**src/rtl/acq_seq_pkg.sv**
```systemverilog
package acq_seq_pkg;
   localparam int SECT_W   = 16;
   localparam int N_SECT   = 3;
   localparam int PTR_W    = 2;
   localparam int BYTE_W   = 8;
   localparam int N_LANE   = SECT_W / BYTE_W;
   localparam int CFG_BUSY = 0;
   localparam int CFG_RUN  = 1;
   localparam int CFG_SRST = 2;
   localparam int CFG_PTR  = 8;

   typedef enum logic [1:0] {
      SQ_IDLE  = 2'd0,
      SQ_ISSUE = 2'd1,
      SQ_WAIT  = 2'd2
   } seq_state_e;
endpackage

```
**src/rtl/acq_host_decode.sv**
```systemverilog
module acq_host_decode
   import acq_seq_pkg::*;
#(
   parameter int IDX_W = 3
) (
   input  logic                     bus_byte,
   input  logic [IDX_W+1:0]         addr,
   input  logic [PTR_W-1:0]         ptr,
   output logic                     hit,
   output logic [IDX_W-1:0]         idx,
   output logic [PTR_W-1:0]         sect,
   output logic [N_LANE-1:0]        lane_en
);
   localparam logic [PTR_W-1:0] PTR_RSVD = PTR_W'(N_SECT);

   always_comb begin
      idx  = addr[IDX_W:1];
      sect = ptr;
      hit  = (addr[IDX_W+1] == 1'b0) && (ptr != PTR_RSVD);
      if (bus_byte) lane_en = addr[0] ? 2'b10 : 2'b01;
      else          lane_en = 2'b11;
   end
endmodule

```
**src/rtl/acq_instr_store.sv**
```systemverilog
module acq_instr_store
   import acq_seq_pkg::*;
#(
   parameter int N_INSTR = 8,
   parameter int IDX_W   = 3
) (
   input  logic                 clk,
   input  logic                 rst_n,
   input  logic                 we,
   input  logic                 hit,
   input  logic                 bus_byte,
   input  logic [IDX_W-1:0]     idx,
   input  logic [PTR_W-1:0]     sect,
   input  logic [N_LANE-1:0]    lane_en,
   input  logic [SECT_W-1:0]    wdata,
   output logic [SECT_W-1:0]    rdata,
   input  logic [IDX_W-1:0]     seq_idx,
   output logic [SECT_W-1:0]    seq_word
);
   localparam int TOTAL_W = N_INSTR * N_SECT * SECT_W;

   logic [TOTAL_W-1:0] mem_flat;
   logic [SECT_W-1:0]  host_word;
   logic [PTR_W-1:0]   sect_c;

   for (genvar gi = 0; gi < N_INSTR; gi++) begin : g_ins
      for (genvar gs = 0; gs < N_SECT; gs++) begin : g_sec
         logic sel;
         assign sel = we && hit && (idx == IDX_W'(gi)) && (sect == PTR_W'(gs));
         for (genvar gl = 0; gl < N_LANE; gl++) begin : g_lane
            logic [BYTE_W-1:0] byte_q;
            logic [BYTE_W-1:0] byte_d;
            assign byte_d = bus_byte ? wdata[BYTE_W-1:0] : wdata[gl*BYTE_W +: BYTE_W];
            always_ff @(posedge clk or negedge rst_n) begin
               if (!rst_n)                 byte_q <= '0;
               else if (sel && lane_en[gl]) byte_q <= byte_d;
            end
            assign mem_flat[((gi*N_SECT+gs)*SECT_W) + gl*BYTE_W +: BYTE_W] = byte_q;
         end
      end
   end

   always_comb begin
      sect_c    = (sect >= PTR_W'(N_SECT)) ? '0 : sect;
      host_word = mem_flat[(int'(idx)*N_SECT + int'(sect_c))*SECT_W +: SECT_W];
      if (!hit)          rdata = '0;
      else if (bus_byte) rdata = {{(SECT_W-BYTE_W){1'b0}},
                                  lane_en[1] ? host_word[SECT_W-1:BYTE_W] : host_word[BYTE_W-1:0]};
      else               rdata = host_word;
      seq_word  = mem_flat[(int'(seq_idx)*N_SECT)*SECT_W +: SECT_W];
   end

   // a write that misses the map must leave every stored word alone
   p_ignored_write_r3: assert property (@(posedge clk) disable iff (!rst_n)
      (we && !hit) |=> $stable(mem_flat));
endmodule

```
**src/rtl/acq_seq_ctrl.sv**
```systemverilog
module acq_seq_ctrl
   import acq_seq_pkg::*;
#(
   parameter int N_INSTR = 8,
   parameter int IDX_W   = 3
) (
   input  logic             clk,
   input  logic             rst_n,
   input  logic             cfg_we,
   input  logic             cfg_run,
   input  logic             cfg_srst,
   input  logic             conv_done,
   output logic             run_q,
   output logic             busy,
   output logic             conv_req,
   output logic [IDX_W-1:0] pc
);
   localparam logic [IDX_W-1:0] LAST = IDX_W'(N_INSTR - 1);

   seq_state_e state_q;
   logic       rst_pend_q;
   logic       rst_now;
   logic       stop_now;
   logic       home;

   assign rst_now  = cfg_we && cfg_srst;
   assign stop_now = cfg_we && (cfg_srst || !cfg_run);
   assign home     = rst_pend_q || rst_now;
   assign busy     = (state_q != SQ_IDLE);
   assign conv_req = (state_q == SQ_ISSUE);

   always_ff @(posedge clk or negedge rst_n) begin
      if (!rst_n) begin
         state_q    <= SQ_IDLE;
         pc         <= '0;
         run_q      <= 1'b0;
         rst_pend_q <= 1'b0;
      end else begin
         if (cfg_we) run_q <= cfg_run && !cfg_srst;
         if (rst_now && busy) rst_pend_q <= 1'b1;
         unique case (state_q)
            SQ_IDLE: begin
               if (rst_now)                   pc <= '0;
               else if (run_q && !stop_now)   state_q <= SQ_ISSUE;
            end
            SQ_ISSUE: state_q <= SQ_WAIT;
            SQ_WAIT: begin
               if (conv_done) begin
                  if (home) begin
                     pc         <= '0;
                     rst_pend_q <= 1'b0;
                     state_q    <= SQ_IDLE;
                  end else begin
                     pc      <= (pc == LAST) ? '0 : pc + 1'b1;
                     state_q <= (run_q && !stop_now) ? SQ_ISSUE : SQ_IDLE;
                  end
               end
            end
            default: state_q <= SQ_IDLE;
         endcase
      end
   end

   // the request strobe lasts a single cycle
   p_req_one_cycle_r7: assert property (@(posedge clk) disable iff (!rst_n)
      conv_req |=> !conv_req);
   // while waiting without done, the index holds and the block stays busy
   p_hold_until_done_r7: assert property (@(posedge clk) disable iff (!rst_n)
      (state_q == SQ_WAIT && !conv_done) |=> ($stable(pc) && busy && !conv_req));
   // completion of the last instruction wraps to index 0
   p_wrap_r8: assert property (@(posedge clk) disable iff (!rst_n)
      (state_q == SQ_WAIT && conv_done && !home && pc == LAST) |=> (pc == '0));
   // a stop request during a pending conversion keeps the block busy
   p_stop_waits_r9: assert property (@(posedge clk) disable iff (!rst_n)
      (state_q == SQ_WAIT && !conv_done && cfg_we && !cfg_run) |=> busy);
   // a pending soft reset ends idle at index 0
   p_reset_home_r10: assert property (@(posedge clk) disable iff (!rst_n)
      (state_q == SQ_WAIT && conv_done && home) |=> (!busy && pc == '0 && !run_q));
endmodule

```
**src/rtl/acq_prog_seq.sv**
```systemverilog
module acq_prog_seq
   import acq_seq_pkg::*;
#(
   parameter int N_INSTR = 8,
   parameter int IDX_W   = $clog2(N_INSTR),
   parameter int ADDR_W  = IDX_W + 2
) (
   input  logic              clk,
   input  logic              rst_n,
   input  logic              bus_byte,
   input  logic              ram_we,
   input  logic [ADDR_W-1:0] ram_addr,
   input  logic [SECT_W-1:0] ram_wdata,
   output logic [SECT_W-1:0] ram_rdata,
   input  logic              cfg_we,
   input  logic [SECT_W-1:0] cfg_wdata,
   output logic [SECT_W-1:0] cfg_rdata,
   output logic              conv_req,
   output logic [IDX_W-1:0]  conv_idx,
   output logic [SECT_W-1:0] conv_cmd,
   input  logic              conv_done
);
   if (N_INSTR < 2 || (1 << IDX_W) != N_INSTR) begin : g_bad_depth
      $error("N_INSTR must be a power of two of at least 2");
   end
   if (ADDR_W != IDX_W + 2) begin : g_bad_addr
      $error("ADDR_W must equal IDX_W + 2");
   end

   logic [PTR_W-1:0]  ptr_q;
   logic              hit;
   logic [IDX_W-1:0]  dec_idx;
   logic [PTR_W-1:0]  dec_sect;
   logic [N_LANE-1:0] lane_en;
   logic              run_q;
   logic              busy;
   logic [IDX_W-1:0]  pc;
   logic              unused_cfg_bits;

   assign unused_cfg_bits = ^{cfg_wdata[SECT_W-1:CFG_PTR+PTR_W], cfg_wdata[CFG_PTR-1:CFG_SRST+1],
                              cfg_wdata[CFG_BUSY]};

   always_ff @(posedge clk or negedge rst_n) begin
      if (!rst_n)      ptr_q <= '0;
      else if (cfg_we) ptr_q <= cfg_wdata[CFG_PTR +: PTR_W];
   end

   always_comb begin
      cfg_rdata                     = '0;
      cfg_rdata[CFG_BUSY]           = busy;
      cfg_rdata[CFG_RUN]            = run_q;
      cfg_rdata[CFG_PTR +: PTR_W]   = ptr_q;
   end

   acq_host_decode #(.IDX_W(IDX_W)) i_dec (
      .bus_byte (bus_byte),
      .addr     (ram_addr),
      .ptr      (ptr_q),
      .hit      (hit),
      .idx      (dec_idx),
      .sect     (dec_sect),
      .lane_en  (lane_en)
   );

   acq_instr_store #(.N_INSTR(N_INSTR), .IDX_W(IDX_W)) i_store (
      .clk      (clk),
      .rst_n    (rst_n),
      .we       (ram_we),
      .hit      (hit),
      .bus_byte (bus_byte),
      .idx      (dec_idx),
      .sect     (dec_sect),
      .lane_en  (lane_en),
      .wdata    (ram_wdata),
      .rdata    (ram_rdata),
      .seq_idx  (pc),
      .seq_word (conv_cmd)
   );

   acq_seq_ctrl #(.N_INSTR(N_INSTR), .IDX_W(IDX_W)) i_ctrl (
      .clk       (clk),
      .rst_n     (rst_n),
      .cfg_we    (cfg_we),
      .cfg_run   (cfg_wdata[CFG_RUN]),
      .cfg_srst  (cfg_wdata[CFG_SRST]),
      .conv_done (conv_done),
      .run_q     (run_q),
      .busy      (busy),
      .conv_req  (conv_req),
      .pc        (pc)
   );

   assign conv_idx = pc;

   // the selector written to the control register is read back
   p_selector_echo_r2: assert property (@(posedge clk) disable iff (!rst_n)
      cfg_we |=> (cfg_rdata[CFG_PTR +: PTR_W] == $past(cfg_wdata[CFG_PTR +: PTR_W])));
   // the reserved selector reads as zero
   p_reserved_read_r3: assert property (@(posedge clk) disable iff (!rst_n)
      (ptr_q == PTR_W'(N_SECT)) |-> (ram_rdata == '0));
   // byte-wide reads keep the upper half clear
   p_byte_read_r5: assert property (@(posedge clk) disable iff (!rst_n)
      bus_byte |-> (ram_rdata[SECT_W-1:BYTE_W] == '0));
endmodule

```
**config.mk**
```make
export PLATFORM = sky130hd
export DESIGN_NAME = acq_prog_seq
export DESIGN_NICKNAME = d
export VERILOG_FILES = /design/src/rtl/acq_seq_pkg.sv /design/src/rtl/acq_host_decode.sv /design/src/rtl/acq_instr_store.sv /design/src/rtl/acq_seq_ctrl.sv /design/src/rtl/acq_prog_seq.sv
export SDC_FILE = /design/constraint.sdc
export NUM_CORES = 1
export LEC_CHECK = 0
export ABC_CLOCK_PERIOD_IN_PS = 5240
export BUFFER_PORTS_ARGS = -buffer_cell sky130_fd_sc_hd__buf_2
export CORE_MARGIN = 2
export CORE_UTILIZATION = 60
export DETAILED_ROUTE_END_ITERATION = 7
export PLACE_DENSITY = 0.8
export REMOVE_ABC_BUFFERS = 1
export SLEW_MARGIN = 20
export SYNTH_ARGS = -nofsm -noshare
export SYNTH_HDL_FRONTEND = slang
export SYNTH_HIERARCHICAL = 1
export SYNTH_SLANG_ARGS = --single-unit
```
**constraint.sdc**
```tcl
create_clock -name clk -period 5.24 [get_ports clk]
set_input_delay 1.048 -clock clk [delete_from_list [all_inputs] [get_ports clk]]
set_output_delay 1.048 -clock clk [all_outputs]
set_load 0.005 [all_outputs]
```
=== After elaboration in Yosys (flattened, before gate mapping) ===
Cells that the tools add are included.

* Register bits: 393
* Input port bits: 43
* Output and inout bits: 52
* Logic and storage cells: 199

* Add/sub/neg operators: 2
* $mul: 2
* Magnitude comparators: 1
* Eq/ne operators: 17
* Shift operators: 2
* Multiplexer cells: 22
* Bitwise logic cells: 1
* Reductions and logical operators: 99

{| class="wikitable"
|+ Operators by type and width
! kind !! count
|-
| 384-bit by 10-bit indexed part select with 16-bit output || 1
|-
| 384-bit by 11-bit indexed part select with 16-bit output || 1
|-
| 1-bit logical AND || 87
|-
| 16-bit two-way mux || 2
|-
| 8-bit two-way mux || 2
|-
| 3-bit equality test, second input constant || 5
|-
| 2-bit two-way mux || 7
|-
| 3-bit two-way mux || 4
|-
| 3-bit by 2-bit multiplier with 5-bit output, second input constant || 2
|-
| 5-bit by 2-bit adder with 6-bit output || 1
|-
| 3-bit by 2-bit equality test with 1-bit output, second input constant || 2
|-
| 2-bit != test, second input constant || 3
|-
| 2-bit case mux with 3 select lines || 1
|-
| 3-bit case mux with 2 select lines || 1
|-
| 3-bit AND reduction || 2
|-
| 1-bit two-way mux || 5
|-
| 2-bit by 1-bit equality test with 1-bit output, second input constant || 2
|-
| 2-bit equality test, second input constant || 2
|-
| 2-bit logical NOT || 2
|-
| 2-bit by 1-bit != test with 1-bit output, second input constant || 2
|-
| 2-bit nonzero test || 2
|-
| 3-bit by 1-bit adder with 3-bit output, second input constant || 1
|-
| 3-bit by 1-bit equality test with 1-bit output, second input constant || 1
|-
| 1-bit logical NOT || 3
|-
| other kinds (4) || 5
|}

=== Logic depth before layout (Yosys ltp) ===
Gate-level depths: netlist (run 1).

* Depth in word-level cells: 9
* Depth in mapped cells: 15
* Depth with buffers taken out: 11

=== Cells and area by module ===
Netlist (run 1), hierarchy kept.

{| class="wikitable"
|+ Modules (own cells, without submodules)
! module !! instances !! cells an instance !! area an instance (µm²) !! sequential area each (µm²)
|-
| acq_instr_store || 1 || 1562 || 18848.1 || 9609.2
|-
| acq_seq_ctrl || 1 || 33 || 367.9 || 175.2
|-
| acq_prog_seq || 1 || 19 || 181.4 || 50.0
|-
| acq_host_decode || 1 || 8 || 56.3 || 0.0
|}

=== Least setup slack after synthesis (run 1) ===
Ideal clock, no wire load.

* Kind: input -> output
* Start: in ram_addr[1]
* End: out ram_rdata[3]
* Arrival time: 3.608 ns
* Required time: 4.192 ns
* Path slack: 0.584 ns
* Stages: 10
* Buffers on the path: 2
* Path through: buf_4 inv_1 ha_1 inv_1 fa_1 buf_4 mux4_2 mux4_2 a41oi_2 o31ai_1

* Longest elaborated chain between the ends: 6

{| class="wikitable"
|+ RTL lines
! element !! line !! RTL
|-
| from (decl) || acq_prog_seq.sv:12 || <nowiki>input logic [ADDR_W-1:0] ram_addr,</nowiki>
|-
| 3-bit by 2-bit multiplier with 5-bit output * || acq_instr_store.sv:45 || <nowiki>host_word = mem_flat[(int'(idx)*N_SECT + int'(sect_c))*SECT_W +: SECT_W];</nowiki>
|-
| 5-bit by 2-bit adder with 6-bit output * || acq_instr_store.sv:45 ||
|-
| 384-bit by 11-bit indexed part select with 16-bit output * || acq_instr_store.sv:45 ||
|-
| 8-bit two-way mux || acq_instr_store.sv:48 || <nowiki>lane_en[1] ? host_word[SECT_W-1:BYTE_W] : host_word[BYTE_W-1:0]};</nowiki>
|-
| 16-bit two-way mux * || acq_instr_store.sv:47 || <nowiki>else if (bus_byte) rdata = {{(SECT_W-BYTE_W){1'b0}},</nowiki>
|-
| 16-bit two-way mux * || acq_instr_store.sv:46 || <nowiki>if (!hit) rdata = '0;</nowiki>
|-
| to (decl) || acq_prog_seq.sv:14 || <nowiki>output logic [SECT_W-1:0] ram_rdata,</nowiki>
|}

Mark *: on every way between the ends. The rest lies on a longest branch, timed or not.

=== Worst setup path in the final report (run 1) ===
Same ends and word-level chain as after synthesis.

==> results of run 1 <==
-- cells by family after synthesis --
kind of cell | after synthesis
AOI/OAI and AO/OA | 324
muxes | 384
DFF | 393
buffers and inverters | 141
other | 1
and+or+nand+nor | 361
xor gates and xnor gates | 6
adders and majority gates | 12
-- cell type report --
type | count | area, um2 | area share
Sequential cell | 393 | 9840 | 0.435
Multi-Input combinational cell | 1099 | 9280 | 0.410
Timing Repair Buffer | 195 | 1540 | 0.0680
Clock buffer | 62 | 1180 | 0.0524
Tap cell | 402 | 503 | 0.0222
Clock inverter | 10 | 226 | 0.0100
Inverter | 11 | 42.5 | 0.00188
Antenna cell | 2 | 5.00 | 0.000221
-- what timing repair did --
action                                  CTS  global route
gates resized for setup                  24            47
pin swaps                                 8            11
buffers inserted                          6            10
endpoints found under the setup margin   13            16
-- layer usage --
layer / track usage / share of wire
met5: 0 / 0.00052
met4: 0.140 / 0.048
met3: 0.0889 / 0.11
met2: 0.522 / 0.46
met1: 0.469 / 0.38
-- sequential cells by signal (all words and copies together) (netlist names) --
signal	cells
i_ctrl/rst_pend_q	1
ptr_q	2
i_store/g_ins.g_sec.g_lane.byte_q	384
i_ctrl/pc	3
i_ctrl/run_q	1
i_ctrl/state_q	2
-- worst max-delay path: stages --
cell      delay (ps)
buf_4            130
buf_6            130
ha_4             160
inv_1             70
fa_4             650
buf_4            170
buf_6            130
buf_12           150
mux4_2           340
a21oi_1           90
a221oi_2         340
a21oi_1           70
buf_4            170
o31ai_2          320
buf_2            170
-- final timing paths --
check                                                               from                                       endpoint  slack, ps  depth (start not counted)
setup / recovery                                             ram_addr[1]                                   ram_rdata[3]         30                         15
hold / removal             i_store/g_ins[2].g_sec[2].g_lane[0].byte_q[0]  i_store/g_ins[2].g_sec[2].g_lane[0].byte_q[0]        500                          1
setup reg to reg                                                ptr_q[0]  i_store/g_ins[7].g_sec[2].g_lane[0].byte_q[5]       2290                          5
hold reg to reg            i_store/g_ins[2].g_sec[2].g_lane[0].byte_q[0]  i_store/g_ins[2].g_sec[2].g_lane[0].byte_q[0]        500                          1
max in group asynchronous                                          rst_n  i_store/g_ins[0].g_sec[0].g_lane[1].byte_q[0]       3450                          2
min in group asynchronous                                          rst_n  i_store/g_ins[5].g_sec[2].g_lane[0].byte_q[6]        530                          1
-- through the flow --
step                      instances  instance area, um2
final                          2174               22600
after global routing           2172               22600
after CTS                      2162               22300
after detailed placement       2084               20700
after global placement         2084               20700
after floorplan                1503               18800
-- report_power, final --
group	switching (mW)	total (mW)	internal, mW
combinational	1.31	2.57	1.26
clock	1.23	3.06	1.82
sequential	0.375	3.91	3.53
total	2.92	9.53	6.61
-- cell usage in the layout (no fill, tap or decap), types with 8 or more instances in the layout --
master	n
nor2b_1	15
buf_12	13
mux2i_2	11
mux4_2	96
a211oi_1	18
buf_6	13
buf_2	67
mux2i_1	51
conb_1	12
clkbuf_1	13
nand2_1	50
mux2_2	221
nor2_1	249
buf_4	98
a21oi_1	233
clkbuf_16	41
o21ai_0	17
clkbuf_8	8
nor3_1	8
dfrtp_1	390
==> flow_metrics.tcl, run 1 <==
set metrics [dict create \
    first_pass_iters 5 \
    ys.flop_type "dfrtp_1" \
    synth_area_leaders "dfrtp_1 (51%), mux2_2 (13%), mux4_2 (11%)" \
    synthArstFlopShare 1.00 \
    ant_nets 0 \
    synth_xor_area_frac 0.00579 \
    hold_violations 0 \
    setup_tns_ps 0 \
    postLayoutCoreUtil 0.713 \
    vias 14615 \
    synthTopCellsByCount "dfrtp_1 (393), nor2_1 (256), a21oi_1 (235)" \
    numPortBuffers 70 \
    grt_pass1_wl_um 86800 \
    grt.total_usage 0.341 \
    leakagePower_nw 10.4 \
    die_y_um 184 \
    cts_tree "done" \
    synth_mux_area_frac 0.274 \
    synth-simple-area-share 0.0759 \
    ys_ff_latch 393 \
    ctsHoldBuffers 0 \
    cp.arrival_ps 4160 \
    clk_latency_ps 560 \
    nets 1796 \
    drv_slew 0 \
    worst_pin_slew_ps 1300 \
    status "completed" \
    yosysWarnings 6 \
    timing.hold.ws_ps 504 \
    drt_iter0_markers 1684 \
    fin_crit_sh 0.994 \
    yosys.area_share.adder 0.00849 \
    grt_pass1_vias 14775 \
    synth_top_family_by_area "multiplexers" \
    synth_top_area_cell "dfrtp_1" \
    relSlewSlack 0.132 \
    remaining_drc_errors 0 \
    fmax_mhz 192 \
    power_mw 9.53 \
    place_hpwl_um 37000 \
    period_minus_slack_ps 5210 \
    worst_ep_required_time_ps 4190 \
    area_delta_synth_final_pct 16.3 \
    drt_wl_total_um 57400 \
    path_clk_slew_ps 60 \
    post_drt_wl_per_cell_um 26.4 \
    synth_top_area_frac 0.506 \
    synthCells 1622 \
    initial_core_util 0.613 \
    grt_overflow 0 \
    routed_via_density 6.72 \
    fill_cells 1970 \
    fin_skew_ps 27.4 \
    startpoint_type "input pin" \
    seq_area_frac_synth 0.506 \
    criticalPathCategory "input pin to output pin" \
    synth.most_common_cell "dfrtp_1" \
    syn_area_um2 19500 \
    crit_fanout 14 \
    grt_max_degree 115 \
    numCtsBuffers 41 \
    vdd_drop_max_mv 0.299 \
    dieWidth_um 184 \
    core_um2 31700 \
    synth_cell_types 58 \
    clock-sinks 393 \
    io_pins 95 \
    clk_path_buf_depth 3 \
    htree_levels 2 \
    post-place-ws_ps -186 \
    synth-edff-count 0 \
    synth_compound_area_frac 0.0947 \
    drive_gt1_frac 0.362 \
    gp_congestion 0.955 \
    max_cap_violations 0 \
    cts_root_buf "clkbuf_16" \
    layout_setup_ws_ps 32.4 \
    die_area_um2 33900 \
    antenna_found_initial 2 \
    syn_avg_cell_area_um2 12.0 \
    hp-class "flop to flop" \
    powerDensity_nw_per_um2 421 \
    endpoint_kind "output pin" \
    num_rows 65 \
    setup_viol 0 \
]
Power figures use the tool's default switching activity.
==> run 2: changes to the inputs <==
- CELL_PAD_IN_SITES_DETAIL_PLACEMENT: not set -> 0
- CELL_PAD_IN_SITES_GLOBAL_PLACEMENT: not set -> 2
- CORE_UTILIZATION: 60 -> 43
- PLACE_DENSITY: 0.8 -> 0.82
==> run 2 against run 1 <==
Compared with the run above: first-iteration DRC count fell by 30%; largest cell class unchanged; flip-flop and latch count stayed put; setup slack better by 9.5 ps; cell count is 9.6% higher; sequential power hardly changed; core utilization down 19 points; maximum frequency increased by 0.18%; sequential share of layout area decreased by 0.76 points.
==> flow_metrics.tcl, run 2 (synthesized netlist as in run 1, its figures left out) <==
set metrics [dict create \
    fmax_mhz 192 \
    dieWidth_um 217 \
    die_y_um 217 \
    powerDensity_nw_per_um2 417 \
    path_clk_slew_ps 60 \
    top_regs "i_store/g_ins.g_sec.g_lane.byte_q x384, i_ctrl/pc x3" \
    num_rows 77 \
    grt_pass1_vias 13569 \
    ant_nets 0 \
    grt_pass1_wl_um 88700 \
    layoutNonFillerInstCount 2382 \
    dp_cells 2296 \
    drt_wl_total_um 58300 \
    period_minus_slack_ps 5200 \
    hp-class "input pin to async pin" \
    clock-sinks 393 \
    clk_latency_ps 580 \
    die_area_um2 47000 \
    worst_r2r_path_depth 6 \
    fin_crit_sh 0.992 \
    drt_iter0_markers 1186 \
    n_antenna_cell 0 \
    core_um2 44400 \
    crit_path_start "ram_addr[2]" \
    leakagePower_nw 10.5 \
    cts_tree "done" \
    cts_root_buf "clkbuf_16" \
    rrSetupSlack_ps 1950 \
    area_delta_synth_final_pct 18.4 \
    regMostFlops "i_store/g_ins.g_sec.g_lane.byte_q" \
    grt_overflow 0 \
    startpoint_type "input pin" \
    status "completed" \
    hold_violations 0 \
    routed_via_density 5.78 \
    cp.arrival_ps 4150 \
    timing.rr.start "ptr_q[1]" \
    worst_pin_slew_ps 1220 \
    first_pass_iters 5 \
    htree_levels 2 \
    endpoint_kind "output pin" \
    initial_core_util 0.438 \
    criticalPathCategory "input pin to output pin" \
    numPortBuffers 70 \
    largest_register_ffs 384 \
    power_mw 9.60 \
    dpl-instance-area_um2 21200 \
    layout_commonest_cell "dfrtp_1" \
    setup_tns_ps 0 \
    drv_slew 0 \
    final_design_area_no_fill_um2 23000 \
    vias 13766 \
    max_cap_violations 0 \
    vdd_drop_max_mv 0.210 \
    fin_skew_ps 14.3 \
    grt_max_degree 107 \
    relSlewSlack 0.185 \
    io_pins 95 \
    remaining_drc_errors 0 \
    post_drt_wl_per_cell_um 24.5 \
    nets 1811 \
    gp_congestion 0.898 \
    worst_ep_required_time_ps 4190 \
    final_cell_mix "dfrtp_1 (389), nor2_1 (238), a21oi_1 (230)" \
    numCtsBuffers 45 \
    drive_gt1_frac 0.372 \
    grt.total_usage 0.252 \
    setup_viol 0 \
    crit_fanout 17 \
    place_hpwl_um 39900 \
    timing.hold.ws_ps 497 \
    r2r-end "i_store/g_ins[5].g_sec[2].g_lane[0].byte_q[7]" \
    clk_path_buf_depth 3 \
    antenna_found_initial 1 \
]
[run 2: cell count changes in the layout (fill, tap and decap cells not counted), sizes merged]
| cell | previous run | this run |
|---|---|---|
| clkbuf | 62 | 73 |
| bufinv | 5 | 3 |
| clkinvlp | 0 | 2 |
| diode | 2 | 0 |
| buf | 195 | 204 |
[run 2: power by group]
part           internal [mW]  switching, mW
logic                   1.24           1.24
clock network           1.95           1.29
registers               3.53          0.349
total                   6.72           2.88
[run 2: per-stage QoR]
step                setup WS, ps  utilization
detailed placement          -118        0.477
global route               -31.5        0.518
floorplan                  -2680            -
global placement            -115        0.477
finish                      41.9        0.518
CTS                         1.03        0.513
[run 2: repair_timing]
item	in CTS	in global routing
hold endpoints to repair	0	0
hold buffers	0	0
setup buffers	0	4
setup endpoints to repair	14	16
pin swaps	3	4
cloned	0	2
gates resized for setup	16	32
[run 2: layout make-up]
cell class | instances | area [um2]
Clock buffer | 71 | 1370
Clock inverter | 10 | 156
Fill cell | 3890 | 21400
Inverter | 11 | 45.0
Multi-Input combinational cell | 1099 | 9260
Sequential cell | 393 | 9840
Tap cell | 592 | 741
Timing Repair Buffer | 206 | 1610
[run 2: routing by layer]
layer  routed length [um]  part of all wire  global-route usage
met5                    0                 0                   0
met4                 1400             0.024              0.0715
met3                 3530             0.060              0.0380
met2                25700              0.44               0.369
met1                27600              0.47               0.390
[run 2: critical path, cell delays in order]
cell and delay [ps]:
buf_6 80, inv_2 40, ha_4 260, inv_2 40, fa_4 850, buf_6 260
buf_4 250, mux4_2 510, mux2i_1 220, o32ai_1 170, a22o_1 270, buf_2 140
[run 2: how the worst max path moves through the flow]
stage / to / cells past startpoint
floorplan: ram_rdata[2] / 10
finish: ram_rdata[5] / 12
global placement: ram_rdata[1] / 16
CTS: ram_rdata[4] / 12
global route: ram_rdata[5] / 12
detailed placement: ram_rdata[6] / 13
==> run 3: changes to the inputs <==
- CORE_UTILIZATION: 43 -> 44
- CTS_BUF_LIST: not set -> sky130_fd_sc_hd__clkbuf_8
- PLACE_DENSITY: 0.82 -> 0.84
==> run 3 against run 2 <==
Compared with the run above: flip-flop and latch count stayed put; die area is 2.2% lower; core utilization is 0.26 points higher; highest routed layer unchanged; sequential share of layout area is 0.26 points higher; routed wire length is 1.2% lower; cell count is 1.0% higher; clock power is 15% lower; combinational power is 2% higher; critical path depth is 3 higher.
==> flow_metrics.tcl, run 3 (synthesized netlist as in run 1, its figures left out) <==
set metrics [dict create \
    area_delta_synth_final_pct 17.7 \
    remaining_drc_errors 0 \
    num_rows 77 \
    period_minus_slack_ps 5170 \
    post-place-ws_ps -186 \
    place_hpwl_um 39300 \
    crit_fanout 8 \
    die_y_um 214 \
    endpoint_kind "output pin" \
    r2r-end "i_store/g_ins[7].g_sec[0].g_lane[0].byte_q[7]" \
    core_um2 43900 \
    grt_overflow 0 \
    nets 1829 \
    clk_path_buf_depth 3 \
    grt.total_usage 0.254 \
    timing.hold.ws_ps 500 \
    hold_start "i_store/g_ins[2].g_sec[1].g_lane[0].byte_q[1]" \
    rrSetupSlack_ps 2220 \
    regMostFlops "i_store/g_ins.g_sec.g_lane.byte_q" \
    powerDensity_nw_per_um2 400 \
    grt_max_degree 119 \
    worst_r2r_path_depth 5 \
    clk_latency_ps 640 \
    ctsHoldBuffers 0 \
    worst_pin_slew_ps 1210 \
    io_pins 95 \
    largest_register_ffs 384 \
    max_cap_violations 0 \
    clock-sinks 393 \
    antenna_found_initial 0 \
    grt_pass1_wl_um 88000 \
    first_pass_iters 5 \
    top_regs "i_store/g_ins.g_sec.g_lane.byte_q x384, i_ctrl/pc x3" \
    final_cell_mix "dfrtp_1 (389), nor2_1 (243), a21oi_1 (232)" \
    initial_core_util 0.443 \
    hold_violations 0 \
    fin_crit_sh 0.987 \
    timing.rr.start "ptr_q[0]" \
    dp_cells 2282 \
    drive_gt1_frac 0.379 \
    grt_pass1_vias 13886 \
    startpoint_type "input pin" \
    hp-class "flop to flop" \
    vias 13805 \
    min_delay_path_depth 1 \
    layout_commonest_cell "dfrtp_1" \
    power_mw 9.16 \
    layoutNonFillerInstCount 2407 \
    cp.arrival_ps 4130 \
    setup_viol 0 \
    relSlewSlack 0.188 \
    post_drt_wl_per_cell_um 23.9 \
    dieWidth_um 214 \
    fmax_mhz 193 \
    drv_slew 0 \
    fin_skew_ps 22.9 \
    numPortBuffers 70 \
    numCtsBuffers 69 \
    layout_setup_ws_ps 65.7 \
    cts_tree "done" \
    drt_wl_total_um 57500 \
    vdd_drop_max_mv 0.173 \
    ant_nets 0 \
    leakagePower_nw 10.5 \
    criticalPathCategory "input pin to output pin" \
    worst_ep_required_time_ps 4190 \
    status "completed" \
    htree_levels 3 \
    path_clk_slew_ps 50 \
    hold-path-endpoint "i_store/g_ins[2].g_sec[1].g_lane[0].byte_q[1]" \
    cts_root_buf "clkbuf_8" \
    postLayoutCoreUtil 0.521 \
    routed_via_density 5.74 \
    drt_iter0_markers 1209 \
    grt_setup_unrepaired "no" \
    gp_congestion 0.856 \
    die_area_um2 45900 \
]
-- run 3: area by class of cell --
cell class	instances	area, um2
diodes	1	2.50
fillers	3856	21000
repair buffers	200	1640
well taps	592	741
inverters	11	43.8
clock buffers	82	1130
flip-flops and latches	393	9840
clock inverters	29	176
multi-input cells	1099	9320
-- run 3: power breakdown --
group	total, mW	internal [mW]	leakage [nW]	switching (mW)
logic	2.54	1.28	4.53	1.27
clock network	2.74	1.47	0.732	1.28
registers	3.87	3.53	5.23	0.338
total	9.16	6.28	10.5	2.88
-- run 3: stage by stage --
step | instance area, um2 | setup TNS, ps
detailed placement | 21100 | -940
CTS | 22500 | -17.9
finish | 22900 | 0
global route | 22900 | 0
global placement | 21100 | -983
floorplan | 18800 | -31260
-- run 3: timing repair --
action | CTS | global route
gates cloned | 0 | 3
gates resized for setup | 22 | 43
pin swaps | 1 | 13
setup buffers | 0 | 11
setup endpoints to repair | 13 | 15
-- run 3: worst max path at each step --
stage                           start       endpoint
after floorplan           ram_addr[2]   ram_rdata[2]
after global placement    ram_addr[1]  ram_rdata[10]
after detailed placement  ram_addr[1]  ram_rdata[10]
after CTS                 ram_addr[2]   ram_rdata[5]
after global routing      ram_addr[1]   ram_rdata[5]
final                     ram_addr[1]   ram_rdata[1]
-- run 3: metal layers --
layer	vias to the layer above	track usage	share of wire
met1	7192	0.380	0.47
met5	-	0	0
met3	84	0.0465	0.057
li1	6132	-	-
met4	0	0.0755	0.021
met2	397	0.379	0.45
-- run 3: worst max-delay path, stage by stage --
cell,delay (ps)
buf_4,100
inv_2,50
ha_4,260
inv_2,40
fa_4,870
buf_12,150
buf_4,120
mux4_2,530
mux2i_4,190
mux2_4,180
o22ai_1,70
buf_4,170
nand2_1,90
nand3_2,110
buf_2,150
